$ cat src/rtl/erb_pkg.sv
package erb_pkg;
   localparam int ST_W     = 4;
   localparam int ST_CMD   = 0;
   localparam int ST_BUSY  = 1;
   localparam int ST_ARMED = 2;
   localparam int ST_DONE  = 3;

   typedef enum logic [1:0] {
      SH_IDLE  = 2'd0,
      SH_LEAD  = 2'd1,
      SH_SHIFT = 2'd2,
      SH_TRAIL = 2'd3
   } sh_state_e;
endpackage

$ cat src/rtl/erb_status.sv
module erb_status
   import erb_pkg::*;
#(
   parameter int CMD_W = 8
) (
   input  logic             clk,
   input  logic             rst_n,
   input  logic             host_cmd_wr,
   input  logic [CMD_W-1:0] host_cmd_data,
   input  logic             cpu_st_wr,
   input  logic [ST_W-1:0]  cpu_st_data,
   input  logic             capture_hit,
   input  logic             xfer_done,
   output logic [ST_W-1:0]  status,
   output logic [CMD_W-1:0] cmd_q
);
   logic cmd_flag, busy, armed, done;
   logic accept;
   logic [ST_W-1:0] w1c;

   assign accept = host_cmd_wr & ~busy;
   assign w1c    = cpu_st_wr ? cpu_st_data : '0;

   always_ff @(posedge clk) begin
      if (!rst_n) begin
         cmd_flag <= 1'b0;
         busy     <= 1'b0;
         armed    <= 1'b0;
         done     <= 1'b0;
         cmd_q    <= '0;
      end else begin
         if (accept) begin
            cmd_flag <= 1'b1;
            busy     <= 1'b1;
            cmd_q    <= host_cmd_data;
         end else begin
            if (w1c[ST_CMD]) cmd_flag <= 1'b0;
            if (w1c[ST_BUSY] || xfer_done) busy <= 1'b0;
         end
         if (w1c[ST_ARMED])    armed <= 1'b1;
         else if (capture_hit) armed <= 1'b0;
         if (xfer_done)        done <= 1'b1;
         else if (w1c[ST_DONE]) done <= 1'b0;
      end
   end

   always_comb begin
      status           = '0;
      status[ST_CMD]   = cmd_flag;
      status[ST_BUSY]  = busy;
      status[ST_ARMED] = armed;
      status[ST_DONE]  = done;
   end

   a_r2_accept_sets_flags : assert property (@(posedge clk) disable iff (!rst_n)
      (host_cmd_wr && !busy) |=> (cmd_flag && busy));
   a_r3_busy_cmd_ignored : assert property (@(posedge clk) disable iff (!rst_n)
      (host_cmd_wr && busy) |=> $stable(cmd_q));
   a_r9_done_sets_sticky : assert property (@(posedge clk) disable iff (!rst_n)
      xfer_done |=> (done && !busy));
endmodule

$ cat src/rtl/erb_capture.sv
module erb_capture #(
   parameter int HADDR_W = 32,
   parameter int FADDR_W = 24,
   parameter int DATA_W  = 8
) (
   input  logic               clk,
   input  logic               rst_n,
   input  logic               host_mem_wr,
   input  logic [HADDR_W-1:0] host_mem_addr,
   input  logic [DATA_W-1:0]  host_mem_data,
   input  logic               armed,
   output logic               fwd_wr,
   output logic [HADDR_W-1:0] fwd_addr,
   output logic [DATA_W-1:0]  fwd_data,
   output logic               capture_hit,
   output logic [FADDR_W-1:0] cap_addr,
   output logic [DATA_W-1:0]  cap_wdata
);
   logic [FADDR_W-1:0] addr_low;

   initial begin : p_params
      assert (HADDR_W >= FADDR_W) else $error("host address narrower than flash address");
      assert (FADDR_W % 8 == 0)   else $error("flash address must be whole bytes");
   end

   generate
      if (HADDR_W == FADDR_W) begin : g_same
         assign addr_low = host_mem_addr;
      end else begin : g_trunc
         assign addr_low = host_mem_addr[FADDR_W-1:0];
      end
   endgenerate

   assign capture_hit = host_mem_wr & armed;
   assign fwd_wr      = host_mem_wr & ~armed;
   assign fwd_addr    = host_mem_addr;
   assign fwd_data    = host_mem_data;

   always_ff @(posedge clk) begin
      if (!rst_n) begin
         cap_addr  <= '0;
         cap_wdata <= '0;
      end else if (capture_hit) begin
         cap_addr  <= addr_low;
         cap_wdata <= host_mem_data;
      end
   end

   a_r6_no_forward_when_armed : assert property (@(posedge clk) disable iff (!rst_n)
      (armed && host_mem_wr) |-> !fwd_wr);
   a_r5_hold_when_unarmed : assert property (@(posedge clk) disable iff (!rst_n)
      !armed |=> ($stable(cap_addr) && $stable(cap_wdata)));
endmodule

$ cat src/rtl/erb_spi_tx.sv
module erb_spi_tx
   import erb_pkg::*;
#(
   parameter int NBYTES  = 4,
   parameter int SCK_DIV = 2
) (
   input  logic              clk,
   input  logic              rst_n,
   input  logic              start,
   input  logic [NBYTES*8-1:0] frame,
   output logic              cs_n,
   output logic              sck,
   output logic              mosi,
   output logic              done
);
   localparam int NBITS = NBYTES * 8;
   localparam int BCW   = $clog2(NBITS);
   localparam int DCW   = (SCK_DIV > 1) ? $clog2(SCK_DIV) : 1;

   sh_state_e        state;
   logic [NBITS-1:0] shreg;
   logic [BCW-1:0]   bitcnt;
   logic             tick;

   initial begin : p_params
      assert (SCK_DIV >= 1) else $error("SCK_DIV must be at least 1");
      assert (NBYTES >= 2)  else $error("frame needs command and address");
   end

   generate
      if (SCK_DIV == 1) begin : g_fast
         assign tick = 1'b1;
      end else begin : g_div
         logic [DCW-1:0] cnt;
         always_ff @(posedge clk) begin
            if (!rst_n || state == SH_IDLE) cnt <= '0;
            else if (cnt == DCW'(SCK_DIV - 1)) cnt <= '0;
            else cnt <= cnt + 1'b1;
         end
         assign tick = (cnt == DCW'(SCK_DIV - 1));
      end
   endgenerate

   always_ff @(posedge clk) begin
      if (!rst_n) begin
         state  <= SH_IDLE;
         shreg  <= '0;
         bitcnt <= '0;
         sck    <= 1'b0;
         done   <= 1'b0;
      end else begin
         done <= 1'b0;
         unique case (state)
            SH_IDLE: if (start) begin
               state  <= SH_LEAD;
               shreg  <= frame;
               bitcnt <= '0;
            end
            SH_LEAD: if (tick) begin
               state <= SH_SHIFT;
               sck   <= 1'b1;
            end
            SH_SHIFT: if (tick) begin
               if (!sck) begin
                  sck <= 1'b1;
               end else begin
                  sck <= 1'b0;
                  if (bitcnt == BCW'(NBITS - 1)) begin
                     state <= SH_TRAIL;
                  end else begin
                     shreg  <= {shreg[NBITS-2:0], 1'b0};
                     bitcnt <= bitcnt + 1'b1;
                  end
               end
            end
            SH_TRAIL: if (tick) begin
               state <= SH_IDLE;
               done  <= 1'b1;
            end
            default: state <= SH_IDLE;
         endcase
      end
   end

   assign cs_n = (state == SH_IDLE);
   assign mosi = shreg[NBITS-1];

   a_r8_sck_low_when_deselected : assert property (@(posedge clk) disable iff (!rst_n)
      cs_n |-> !sck);
   a_r7_mosi_stable_while_high : assert property (@(posedge clk) disable iff (!rst_n)
      (sck && $past(sck)) |-> $stable(mosi));
   a_r9_end_single_cycle : assert property (@(posedge clk) disable iff (!rst_n)
      done |=> !done);
   a_r10_start_ignored_busy : assert property (@(posedge clk) disable iff (!rst_n)
      (state == SH_SHIFT && start) |=> (state != SH_LEAD));
endmodule

$ cat src/rtl/flash_erase_bridge.sv
module flash_erase_bridge
   import erb_pkg::*;
#(
   parameter int HADDR_W    = 32,
   parameter int ADDR_BYTES = 3,
   parameter int SCK_DIV    = 2,
   localparam int FADDR_W   = ADDR_BYTES * 8,
   localparam int NBYTES    = ADDR_BYTES + 1
) (
   input  logic               clk,
   input  logic               rst_n,
   input  logic               host_cmd_wr,
   input  logic [7:0]         host_cmd_data,
   input  logic               host_mem_wr,
   input  logic [HADDR_W-1:0] host_mem_addr,
   input  logic [7:0]         host_mem_data,
   output logic               fwd_wr,
   output logic [HADDR_W-1:0] fwd_addr,
   output logic [7:0]         fwd_data,
   output logic [3:0]         host_status,
   input  logic               cpu_wr,
   input  logic               cpu_sel,
   input  logic [7:0]         cpu_wdata,
   output logic               cpu_irq,
   output logic [7:0]         cap_cmd,
   output logic [FADDR_W-1:0] cap_addr,
   output logic [7:0]         cap_wdata,
   output logic               spi_cs_n,
   output logic               spi_sck,
   output logic               spi_mosi,
   output logic               tx_end
);
   logic [ST_W-1:0]     status;
   logic                capture_hit;
   logic                start;
   logic [NBYTES*8-1:0] frame;

   assign start = cpu_wr & cpu_sel & cpu_wdata[0];

   erb_status #(.CMD_W(8)) u_status (
      .clk(clk), .rst_n(rst_n),
      .host_cmd_wr(host_cmd_wr), .host_cmd_data(host_cmd_data),
      .cpu_st_wr(cpu_wr & ~cpu_sel), .cpu_st_data(cpu_wdata[ST_W-1:0]),
      .capture_hit(capture_hit), .xfer_done(tx_end),
      .status(status), .cmd_q(cap_cmd)
   );

   erb_capture #(.HADDR_W(HADDR_W), .FADDR_W(FADDR_W), .DATA_W(8)) u_capture (
      .clk(clk), .rst_n(rst_n),
      .host_mem_wr(host_mem_wr), .host_mem_addr(host_mem_addr),
      .host_mem_data(host_mem_data), .armed(status[ST_ARMED]),
      .fwd_wr(fwd_wr), .fwd_addr(fwd_addr), .fwd_data(fwd_data),
      .capture_hit(capture_hit), .cap_addr(cap_addr), .cap_wdata(cap_wdata)
   );

   // Command byte leads; address follows lowest byte first.
   assign frame[NBYTES*8-1 -: 8] = cap_cmd;
   generate
      for (genvar i = 0; i < ADDR_BYTES; i++) begin : g_frame
         assign frame[(ADDR_BYTES-1-i)*8 +: 8] = cap_addr[i*8 +: 8];
      end
   endgenerate

   erb_spi_tx #(.NBYTES(NBYTES), .SCK_DIV(SCK_DIV)) u_tx (
      .clk(clk), .rst_n(rst_n), .start(start), .frame(frame),
      .cs_n(spi_cs_n), .sck(spi_sck), .mosi(spi_mosi), .done(tx_end)
   );

   assign host_status = status;
   assign cpu_irq     = status[ST_CMD];

   a_r2_irq_tracks_flag : assert property (@(posedge clk) disable iff (!rst_n)
      $rose(cpu_irq) |-> $past(host_cmd_wr));
endmodule

$ cat config.mk
export PLATFORM = sky130hd
export DESIGN_NAME = flash_erase_bridge
export DESIGN_NICKNAME = d
export VERILOG_FILES = /design/src/rtl/erb_pkg.sv /design/src/rtl/erb_status.sv /design/src/rtl/erb_capture.sv /design/src/rtl/erb_spi_tx.sv /design/src/rtl/flash_erase_bridge.sv
export SDC_FILE = /design/constraint.sdc
export NUM_CORES = 1
export LEC_CHECK = 0
export BUFFER_PORTS_ARGS = -buffer_cell sky130_fd_sc_hd__buf_2
export CAP_MARGIN = 20
export CORE_MARGIN = 1
export CORE_UTILIZATION = 49
export CTS_CLUSTER_DIAMETER = 100
export DETAILED_ROUTE_END_ITERATION = 10
export PLACE_DENSITY = 0.8
export SKIP_CTS_REPAIR_TIMING = 1
export SLEW_MARGIN = 10
export SYNTH_ARGS = -nofsm -noshare
export SYNTH_HDL_FRONTEND = slang
export SYNTH_SLANG_ARGS = --single-unit
$ cat constraint.sdc
create_clock -name clk -period 2.61 [get_ports clk]
set_clock_uncertainty 0.2 [all_clocks]
set_input_delay 0 -clock clk [delete_from_list [all_inputs] [get_ports clk]]
set_output_delay 0 -clock clk [all_outputs]
set_load 0.01 [all_outputs]
==> flow_summary.ini <==
[grt]
grt-ovfl-total = 0
grt_use_met2_pct = 36.1
use_met3_pct = 5.06
grt_pass1_wl_mm = 13.2
grt_pass1_vias = 3045
grtUsageMet1_pct = 20.8
antenna_found_initial = 0
track_usage_pct = 19.5
busiest_layer = met2
grt_max_degree = 41

[synth]
synth-edff-count = 0
yosys_warnings = 0
yosysSeqAreaShare_pct = 43.3
synthAdderAreaFrac_pct = 1.89
synth-xor-area-share_pct = 0
synth_top_family_by_area = compound AO/OA/AOI/OAI gates
synth-compound-area-share_pct = 18.8
synth_top_area_share_pct = 43.3
synthFlopType = dfxtp_1
synthArstFlopShare_pct = 0
synthTopCellsByCount = dfxtp_1 (86), nand2_1 (86), a21oi_1 (52)
synth_area_leaders = dfxtp_1 (43%), a211oi_2 (9.8%), buf_4 (8.9%)
synth-seq-cells = 86
synth_cells = 444
synth.cell_area_sq_um = 3980
synth_cell_types = 27
synth_largest_area_cell = dfxtp_1
synth_nets = 512
syn_area_per_cell_sq_um = 8.96
synthSimpleGateAreaFrac_pct = 15.5
synth_mux_area_share_pct = 7.80

[critical_path]
cp_max_fo = 40
path_class = flop to flop
worst_setup_path_end_kind = flop
crit_arrival_ns = 2.50
required_ns = 2.68
start_kind = flop

[route]
final_antenna_net_count = 0
viasPerCell = 5.08
vias = 3495
drc = 0
drtIter0Drc = 111
wl_mm = 9.52
wl_per_cell_um = 13.8
first_pass_iters = 4

[die]
die-area_sq_um = 8480
boundaryPins = 152
dieWidth_um = 92.1
die_h_um = 92.1
core_area_sq_um = 7810
start_util_pct = 50.9
rows = 32

[sta]
post-route-period-util_pct = 93.0
slew_violations = 0
min_period_ns = 2.43
worst_pin_slew_ns = 0.719
setup_viol = 0
fin_hold_ws_ns = -0.00867
tns_ns = 0
max_slew_margin_pct = 52.0
max_freq_ghz = 0.412
rsz0062_at_grt = false
report.final.hold_viol_count = 4

[cts]
clkLatencyLatePin_ns = 0.35
numCtsBuffers = 9
clockBufferDepth = 2
clk_pin_slew_ns = 0.09
clock_sinks = 86
cts-root-buf = clkbuf_8
h-tree-depth = 3
cts_tree = yes

[pwr]
power.switching_w = 0.00144
power.density_nw_per_um2 = 812
ir_drop_mv = 0.416
comb_power_share_pct = 35.5
netSwitchingFraction_pct = 34.2
p_int_w = 0.00278
seqPwrFrac_pct = 40.0
p_leak_nw = 2.10
power.share.clock_pct = 24.5

[final_layout]
diodes = 0
drive_gt1_share_pct = 32.3
layout.nets = 650
synthToLayoutAreaGrowth_pct = 30.7

[worst_hold_path]
min_path_type = input pin to flop

[placement]
numPortBuffers = 131
gp_congestion = 0.762
hpwl_mm = 5.69

[outcome]
status = finished with violations
violations = hold timing

[flow_run]
maxCapViolations = 0
## routing by layer
metal	routed length [um]	part of all wire, %
met3	462	4.9
met1	3850	40
met2	5050	53
met5	0	0
met4	159	1.7
## critical path, cell delays in order (launching register included)
cell      delay, ns
dfxtp_1        0.35
ha_1           0.24
and3_1         0.19
ha_1           0.19
nand3b_1       0.24
a221oi_4       0.39
buf_12         0.26
nor2_1         0.09
a211oi_2       0.20
## per-stage QoR
stage,instance area [sq um],power [W],utilization (%),std cells,setup slack (ns)
final,5200,0.00422,66.6,688,0.182
after global routing,5200,0.00446,66.6,688,0.0680
after CTS,4590,0.00417,58.8,627,0.188
after detailed placement,4370,0.00313,55.9,612,0.213
after global placement,4370,0.00305,55.9,612,0.308
after floorplan,3980,0.00292,-,444,0.422
## power by group through the flow
| stage | Sequential (W) | Clock (W) | Combinational [W] |
|---|---|---|---|
| after CTS | 0.00169 | 0.00105 | 0.00143 |
| after detailed placement | 0.00172 | 0 | 0.00142 |
| after global routing | 0.00172 | 0.00111 | 0.00164 |
| final | 0.00169 | 0.00104 | 0.00150 |
| after global placement | 0.00170 | 0 | 0.00135 |
| after floorplan | 0.00169 | 0 | 0.00123 |
## worst paths after layout
check	from	end	slack, ns	depth (start not counted)
worst max-delay path	u_tx.bitcnt[0]	u_tx.shreg[3]	0.18	8
worst min-delay path	host_cmd_wr	u_status.cmd_q[4]	-0.009	4
worst max register to register	u_tx.bitcnt[0]	u_tx.shreg[3]	0.18	8
worst min register to register	u_capture.cap_wdata[4]	u_capture.cap_wdata[4]	0.26	2
## state kept, by name, summed over array words and instances (netlist names), 2 cells and up
register,cells
u_tx.shreg,32
u_tx.bitcnt,5
u_capture.cap_addr,24
u_capture.cap_wdata,8
u_status.cmd_q,8
u_tx.state,2
## logic make-up (layout without fill, tap and decap cells)
group	after synthesis	count (layout)
simple gates	149	149
mux	31	31
buf+inv	79	221
flops	86	86
compound gates	93	93
fa+ha+maj	6	6
## layout make-up
| cell class | count | area (sq um) |
|---|---|---|
| fillers | 597 | 2610 |
| well taps | 102 | 128 |
| clock inverters | 5 | 82.6 |
| multi-input cells | 279 | 1750 |
| clock buffers | 10 | 138 |
| repair buffers | 201 | 1360 |
| inverters | 5 | 20.0 |
| flip-flops and latches | 86 | 1720 |
## placed cells by master (no fill, tap or decap), drive strengths merged
cell	count
dfxtp	86
nand3	5
ha	6
inv	5
nor2	39
a221oi	1
nand2	86
mux2i	31
nand3b	3
clkinv	3
o21ai	1
a21oi	52
a41oi	1
and2	1
bufinv	2
nor2b	5
nand2b	7
nor3	1
a311oi	4
a211oi	32
buf	140
dlygate4sd3	61
and3	2
a21o	1
a2bb2oi	1
clkbuf	10
(Power assumes the default switching activity.)
